File: config.mk
export PLATFORM = sky130hd
export DESIGN_NAME = b2_sram_core
export DESIGN_NICKNAME = d
export VERILOG_FILES = /design/src/rtl/b2_pkg.sv /design/src/rtl/b2_cmd_fsm.sv /design/src/rtl/b2_write_gather.sv /design/src/rtl/b2_array.sv /design/src/rtl/b2_read_path.sv /design/src/rtl/b2_sram_core.sv
export SDC_FILE = /design/constraint.sdc
export NUM_CORES = 2
export LEC_CHECK = 0
export BUFFER_PORTS_ARGS = -buffer_cell sky130_fd_sc_hd__buf_2
export CAP_MARGIN = 30
export CORE_MARGIN = 4
export CORE_UTILIZATION = 25
export CTS_CLUSTER_SIZE = 28
export DETAILED_ROUTE_END_ITERATION = 10
export GPL_TIMING_DRIVEN = 0
export HOLD_SLACK_MARGIN = 0.02
export PLACE_DENSITY_LB_ADDON = 0.3
export SYNTH_ARGS = -nofsm -noshare
export SYNTH_HDL_FRONTEND = slang
export SYNTH_SLANG_ARGS = --single-unit
File: constraint.sdc
create_clock -name clk -period 3.6 [get_ports clk]
set_input_delay 1.08 -clock clk [delete_from_list [all_inputs] [get_ports clk]]
set_output_delay 1.08 -clock clk [all_outputs]
set_load 0.05 [all_outputs]
File: src/rtl/b2_pkg.sv
`timescale 1ns/1ps
package b2_pkg;
    typedef enum logic [1:0] {
        S_IDLE    = 2'd0,
        S_WR_LO   = 2'd1,
        S_WR_HI   = 2'd2,
        S_RD_TAIL = 2'd3
    } slot_state_t;
endpackage

File: src/rtl/b2_cmd_fsm.sv
`timescale 1ns/1ps
module b2_cmd_fsm
    import b2_pkg::*;
(
    input  logic clk,
    input  logic rst_n,
    input  logic cmd_ld,
    input  logic cmd_wr,
    output logic acc_wr,
    output logic acc_rd,
    output logic cap_lo,
    output logic cap_hi
);
    slot_state_t state_q, state_d;
    logic        can_accept;

    // state register
    always_ff @(posedge clk) begin
        if (!rst_n) state_q <= S_IDLE;
        else        state_q <= state_d;
    end

    // next state
    always_comb begin
        state_d = state_q;
        unique case (state_q)
            S_IDLE, S_WR_HI: begin
                if (cmd_ld) state_d = cmd_wr ? S_WR_LO : S_RD_TAIL;
                else        state_d = S_IDLE;
            end
            S_WR_LO:   state_d = S_WR_HI;
            S_RD_TAIL: state_d = S_IDLE;
            default:   state_d = S_IDLE;
        endcase
    end

    // outputs
    always_comb begin
        can_accept = (state_q == S_IDLE) || (state_q == S_WR_HI);
        acc_wr     = can_accept && cmd_ld && cmd_wr;
        acc_rd     = can_accept && cmd_ld && !cmd_wr;
        cap_lo     = (state_q == S_WR_LO);
        cap_hi     = (state_q == S_WR_HI);
    end


    wr_lo_then_hi_chk: assert property (@(posedge clk) disable iff (!rst_n)
        (state_q == S_WR_LO) |=> (state_q == S_WR_HI));


    rd_tail_ignores_ld_chk: assert property (@(posedge clk) disable iff (!rst_n)
        (state_q == S_RD_TAIL) |=> (state_q == S_IDLE));
endmodule

File: src/rtl/b2_write_gather.sv
`timescale 1ns/1ps
module b2_write_gather #(
    parameter int BEAT_W = 16,
    parameter int ADDR_W = 6
) (
    input  logic                  clk,
    input  logic                  rst_n,
    input  logic                  acc_wr,
    input  logic [ADDR_W-1:0]     cmd_addr,
    input  logic                  cap_lo,
    input  logic                  cap_hi,
    input  logic [BEAT_W-1:0]     wr_data,
    input  logic [BEAT_W/8-1:0]   wr_be,
    output logic                  commit_en,
    output logic [ADDR_W-1:0]     commit_addr,
    output logic [2*BEAT_W-1:0]   commit_word,
    output logic [2*BEAT_W/8-1:0] commit_be
);
    localparam int LANES = BEAT_W / 8;

    logic [ADDR_W-1:0] addr_q;
    logic [BEAT_W-1:0] lo_data_q;
    logic [LANES-1:0]  lo_be_q;

    always_ff @(posedge clk) begin
        if (!rst_n) begin
            addr_q    <= '0;
            lo_data_q <= '0;
            lo_be_q   <= '0;
        end else begin
            if (acc_wr) addr_q <= cmd_addr;
            if (cap_lo) begin
                lo_data_q <= wr_data;
                lo_be_q   <= wr_be;
            end
        end
    end

    always_comb begin
        commit_en   = cap_hi;
        commit_addr = addr_q;
        commit_word = {wr_data, lo_data_q};
        commit_be   = {wr_be, lo_be_q};
    end


    commit_after_lo_chk: assert property (@(posedge clk) disable iff (!rst_n)
        commit_en |-> $past(cap_lo));
endmodule

File: src/rtl/b2_array.sv
`timescale 1ns/1ps
module b2_array #(
    parameter int WORD_W = 32,
    parameter int ADDR_W = 6
) (
    input  logic                clk,
    input  logic                we,
    input  logic [ADDR_W-1:0]   waddr,
    input  logic [WORD_W-1:0]   wword,
    input  logic [WORD_W/8-1:0] wbe,
    input  logic [ADDR_W-1:0]   raddr,
    output logic [WORD_W-1:0]   rword
);
    localparam int LANES = WORD_W / 8;
    localparam int DEPTH = 1 << ADDR_W;

    for (genvar g = 0; g < LANES; g++) begin : g_lane
        logic [7:0] lane_mem [DEPTH];

        always_ff @(posedge clk) begin
            if (we && wbe[g]) lane_mem[waddr] <= wword[g*8 +: 8];
        end

        assign rword[g*8 +: 8] = lane_mem[raddr];
    end
endmodule

File: src/rtl/b2_read_path.sv
`timescale 1ns/1ps
module b2_read_path #(
    parameter int BEAT_W = 16
) (
    input  logic                  clk,
    input  logic                  rst_n,
    input  logic                  acc_rd,
    input  logic [2*BEAT_W-1:0]   arr_word,
    input  logic                  fwd_hit,
    input  logic [2*BEAT_W-1:0]   fwd_word,
    input  logic [2*BEAT_W/8-1:0] fwd_be,
    output logic [BEAT_W-1:0]     rd_data,
    output logic                  rd_valid
);
    localparam int WORD_W = 2 * BEAT_W;
    localparam int WLANES = WORD_W / 8;

    logic [WORD_W-1:0] merged;
    logic [WORD_W-1:0] word_q;
    logic [BEAT_W-1:0] hi_q;
    logic              s1_q, s2_q;
    logic [BEAT_W-1:0] rdata_q;
    logic              rvalid_q;

    always_comb begin
        for (int i = 0; i < WLANES; i++) begin
            merged[i*8 +: 8] = (fwd_hit && fwd_be[i]) ? fwd_word[i*8 +: 8]
                                                      : arr_word[i*8 +: 8];
        end
    end

    always_ff @(posedge clk) begin
        if (!rst_n) begin
            word_q   <= '0;
            hi_q     <= '0;
            s1_q     <= 1'b0;
            s2_q     <= 1'b0;
            rdata_q  <= '0;
            rvalid_q <= 1'b0;
        end else begin
            s1_q <= acc_rd;
            s2_q <= s1_q;
            if (acc_rd) word_q <= merged;
            if (s1_q)   hi_q   <= word_q[WORD_W-1:BEAT_W];
            if (s1_q) begin
                rdata_q  <= word_q[BEAT_W-1:0];
                rvalid_q <= 1'b1;
            end else if (s2_q) begin
                rdata_q  <= hi_q;
                rvalid_q <= 1'b1;
            end else begin
                rdata_q  <= '0;
                rvalid_q <= 1'b0;
            end
        end
    end

    assign rd_data  = rdata_q;
    assign rd_valid = rvalid_q;


    rd_latency_chk: assert property (@(posedge clk) disable iff (!rst_n)
        acc_rd |-> ##2 rvalid_q);


    rd_beat_pair_chk: assert property (@(posedge clk) disable iff (!rst_n)
        $rose(rvalid_q) |=> rvalid_q);


    beat_stage_excl_chk: assert property (@(posedge clk) disable iff (!rst_n)
        s1_q |-> !s2_q);


    idle_bus_zero_chk: assert property (@(posedge clk) disable iff (!rst_n)
        !rvalid_q |-> (rdata_q == '0));
endmodule

File: src/rtl/b2_sram_core.sv
`timescale 1ns/1ps
module b2_sram_core #(
    parameter int BEAT_W = 16,
    parameter int ADDR_W = 6
) (
    input  logic                clk,
    input  logic                rst_n,
    input  logic                cmd_ld,
    input  logic                cmd_wr,
    input  logic [ADDR_W-1:0]   cmd_addr,
    input  logic [BEAT_W-1:0]   wr_data,
    input  logic [BEAT_W/8-1:0] wr_be,
    output logic [BEAT_W-1:0]   rd_data,
    output logic                rd_valid
);
    localparam int WORD_W = 2 * BEAT_W;
    localparam int WLANES = WORD_W / 8;

    logic              acc_wr, acc_rd, cap_lo, cap_hi;
    logic              commit_en;
    logic [ADDR_W-1:0] commit_addr;
    logic [WORD_W-1:0] commit_word;
    logic [WLANES-1:0] commit_be;
    logic [WORD_W-1:0] arr_word;
    logic              fwd_hit;

    b2_cmd_fsm u_fsm (
        .clk    (clk),
        .rst_n  (rst_n),
        .cmd_ld (cmd_ld),
        .cmd_wr (cmd_wr),
        .acc_wr (acc_wr),
        .acc_rd (acc_rd),
        .cap_lo (cap_lo),
        .cap_hi (cap_hi)
    );

    b2_write_gather #(.BEAT_W(BEAT_W), .ADDR_W(ADDR_W)) u_gather (
        .clk         (clk),
        .rst_n       (rst_n),
        .acc_wr      (acc_wr),
        .cmd_addr    (cmd_addr),
        .cap_lo      (cap_lo),
        .cap_hi      (cap_hi),
        .wr_data     (wr_data),
        .wr_be       (wr_be),
        .commit_en   (commit_en),
        .commit_addr (commit_addr),
        .commit_word (commit_word),
        .commit_be   (commit_be)
    );

    b2_array #(.WORD_W(WORD_W), .ADDR_W(ADDR_W)) u_array (
        .clk   (clk),
        .we    (commit_en),
        .waddr (commit_addr),
        .wword (commit_word),
        .wbe   (commit_be),
        .raddr (cmd_addr),
        .rword (arr_word)
    );

    assign fwd_hit = commit_en && (commit_addr == cmd_addr);

    b2_read_path #(.BEAT_W(BEAT_W)) u_read (
        .clk      (clk),
        .rst_n    (rst_n),
        .acc_rd   (acc_rd),
        .arr_word (arr_word),
        .fwd_hit  (fwd_hit),
        .fwd_word (commit_word),
        .fwd_be   (commit_be),
        .rd_data  (rd_data),
        .rd_valid (rd_valid)
    );
endmodule

==> impl_metrics.env <==
export IMPL_finalSetupViolCount=17
export IMPL_worstPathRequired_ns=4.33
export IMPL_multi_input_area_sq_mm=0.0185
export IMPL_status="complete, but fails checks"
export IMPL_fmax_mhz=267
export IMPL_violations="setup timing"
export IMPL_min_path_cells=2
export IMPL_ys_seq_area_frac=0.764
export IMPL_stdcell_count=9005
export IMPL_async_reset_ff_frac=0
export IMPL_relSlewSlack=0.226
export IMPL_start_util=0.251
export IMPL_final_seq_area_sq_mm=0.0634
export IMPL_clk_pin_slew_ns=0.07
export IMPL_synth_ff_type="edfxtp_1"
export IMPL_arrival_ns=4.48
export IMPL_fp_dieH_um=584
export IMPL_ant_nets=0
export IMPL_worst_path_max_fanout=10
export IMPL_final_core_util=0.297
export IMPL_drc=0
export IMPL_drive_above_1_share=0.274
export IMPL_place_gp_congestion=0.993
export IMPL_power_density_mw_per_mm2=543
export IMPL_routed_via_density=4.98
export IMPL_grt_pass1_vias=43800
export IMPL_hold_path_class="reg -> reg"
export IMPL_cts_tree="yes"
export IMPL_grt_start_max_net_pins=67
export IMPL_setup_slack_ns=-0.149
export IMPL_fin_crit_sh=1.04
export IMPL_groute_usage_overall=0.169
export IMPL_drv_slew=0
export IMPL_die_w_um=584
export IMPL_fin_skew_ns=0.0556
export IMPL_nFillCells=32300
export IMPL_clk_latency_ns=0.88
export IMPL_cap_violations=0
export IMPL_post_cts_buffers=0
export IMPL_ir_drop_mv=0.500
export IMPL_worst_setup_path_start_kind="primary input"
export IMPL_cts_buffer_depth=3
export IMPL_dieArea_sq_mm=0.341
export IMPL_antenna_found_initial=31
export IMPL_placedCellCount=8543
export IMPL_rsz0062_at_grt="no"
export IMPL_synth_nets=4014
export IMPL_drt_iter0_drc=6897
export IMPL_pre_cts_ws_ns=-1.61
export IMPL_leakage_nw=30.3
export IMPL_synth_cell_type_count=47
export IMPL_cts_buffers=222
export IMPL_fin_crit_ns=3.75
export IMPL_synth_seq_cells=2141
export IMPL_core_sq_mm=0.331
export IMPL_syn_inst=3986
export IMPL_hold_viol_final=0
export IMPL_critPathCaptureType="flip-flop"
export IMPL_layout_nets=4455
export IMPL_postSynthAreaPerCell_sq_um=20.8
export IMPL_yosysWarnings=0
export IMPL_r2r_cells=4
export IMPL_worstMarginPinSlew_ns=1.16
export IMPL_dpl_hpwl_mm=212
export IMPL_io_buffers=37
export IMPL_path_class="in -> reg"
export IMPL_root_buffer="clkbuf_16"
export IMPL_cts_sinks=2141
export IMPL_wl_mm=297
export IMPL_vias=44900
export IMPL_rows=211
export IMPL_syn_area_sq_mm=0.0830
export IMPL_drt_pass1_iter_count=6
export IMPL_avgRoutedWirePerCell_um=32.9
export IMPL_synth_edff_count=2048
export IMPL_area_growth_synth_to_final_pct=18.4
export IMPL_pin_count=45
export IMPL_grt_pass1_wl_mm=393
export IMPL_grt_ovfl_total=0
export IMPL_h_tree_depth=4
-- report_power, final --
part           switching, W  internal [W]
logic               0.00208      0.000980
registers          0.000137        0.0273
clock network       0.00994        0.0129
total                0.0122        0.0411
-- placed cells by master, fill, tap and decap left out, drive strengths merged, types with 58 or more instances in the layout --
cell type  instances
a21oi             58
buf              349
clkbuf           403
clkinv            92
dfxtp             93
edfxtp          2048
mux2i            118
mux4             532
nand2            144
nor2             276
nor2b             68
-- metrics by stage --
| step | setup TNS, ns | total power (W) | area, sq um | hold slack (ns) |
|---|---|---|---|---|
| after floorplan | 0 | 0.0293 | 83000 | 0.444 |
| after global placement | -602.50 | 0.0308 | 88600 | 0.471 |
| after detailed placement | -42.03 | 0.0309 | 90600 | 0.480 |
| after CTS | -0.000990 | 0.0535 | 97900 | 0.490 |
| after global routing | 0 | 0.0547 | 98200 | 0.524 |
| final | -0.881 | 0.0533 | 98200 | 0.497 |
-- kinds of logic (layout without fill, tap and decap cells) --
kind of cell    count (synthesis)  count (layout)  share of synthesized area
mux                           701             701                      0.166
compound gates                308             308                     0.0250
buf+inv                       244             874                     0.0140
other cells                     0              23                          0
simple gates                  586             586                     0.0311
xor+xnor                        6               6                   0.000633
flops                        2141            2141                      0.764
-- synth_stat cells (25+ instances only) --
master,number,area (sq um)
nor2b_1,68,425
nor3_1,25,125
buf_1,37,139
a21oi_1,58,290
a211oi_1,35,263
a22oi_1,46,345
buf_4,29,218
a21boi_0,29,218
buf_2,64,320
nand2_1,144,541
dfxtp_1,93,1860
mux2i_1,118,1180
o21ai_0,26,130
edfxtp_1,2048,61500
mux4_2,532,12000
clkbuf_1,106,398
nor2_1,276,1040
o22ai_1,44,275
mux2_2,51,574
-- what timing repair did --
item / 4_1_cts / 5_1_grt
hold buffers: 0 / 0
setup endpoints to repair: 28 / 20
resized for setup: 38 / 14
-- layer usage --
metal | vias up | part of all wire | global-route usage
met1 | 24200 | 0.39 | 0.225
met5 | - | 0.00068 | 0.00336
met2 | 2651 | 0.45 | 0.261
met3 | 609 | 0.096 | 0.0397
met4 | 8 | 0.059 | 0.0827
li1 | 17400 | - | -
-- worst paths after layout --
check                                       start                                     endpoint  slack (ns)
max                                   cmd_addr[1]               u_read.word_q[16]$_SDFFE_PN0P_       -0.15
min              u_gather.lo_be_q[0]$_SDFFE_PN0P_             u_gather.lo_be_q[0]$_SDFFE_PN0P_        0.50
max reg2reg  u_gather.commit_addr[4]$_SDFFE_PN0P_  u_array.g_lane[2].lane_mem[20][4]$_DFFE_PP_        0.05
min reg2reg      u_gather.lo_be_q[0]$_SDFFE_PN0P_             u_gather.lo_be_q[0]$_SDFFE_PN0P_        0.50
-- critical path, stage by stage --
cell and delay, ns:
buf_4 0.24, buf_4 0.44, nand2_1 0.68, clkbuf_1 0.50, buf_8 0.28, o22ai_1 0.20
a221oi_1 0.10, a21oi_1 0.20, o21ai_0 0.10, o211ai_1 0.44, a21oi_1 0.13
-- final cells by class --
type	instances	area share
clock inverter	122	0.0132
multi-input combinational	1601	0.188
timing repair buffer	218	0.0238
tap	4366	0.0556
buffer	243	0.0131
sequential	2141	0.646
clock buffer	291	0.0598
antenna	23	0.000586
-- registers in the layout, indices dropped and copies added, names as in the netlist --
register / count
u_array.g_lane.lane_mem: 2048
u_fsm.state_q: 2
u_gather.commit_addr: 6
u_gather.lo_be_q: 2
u_gather.lo_data_q: 16
u_read.hi_q: 16
u_read.rd_data: 16
u_read.rd_valid: 1
u_read.s1_q: 1
u_read.s2_q: 1
u_read.word_q: 32
Note: power is estimated with default switching activity, not from simulation.
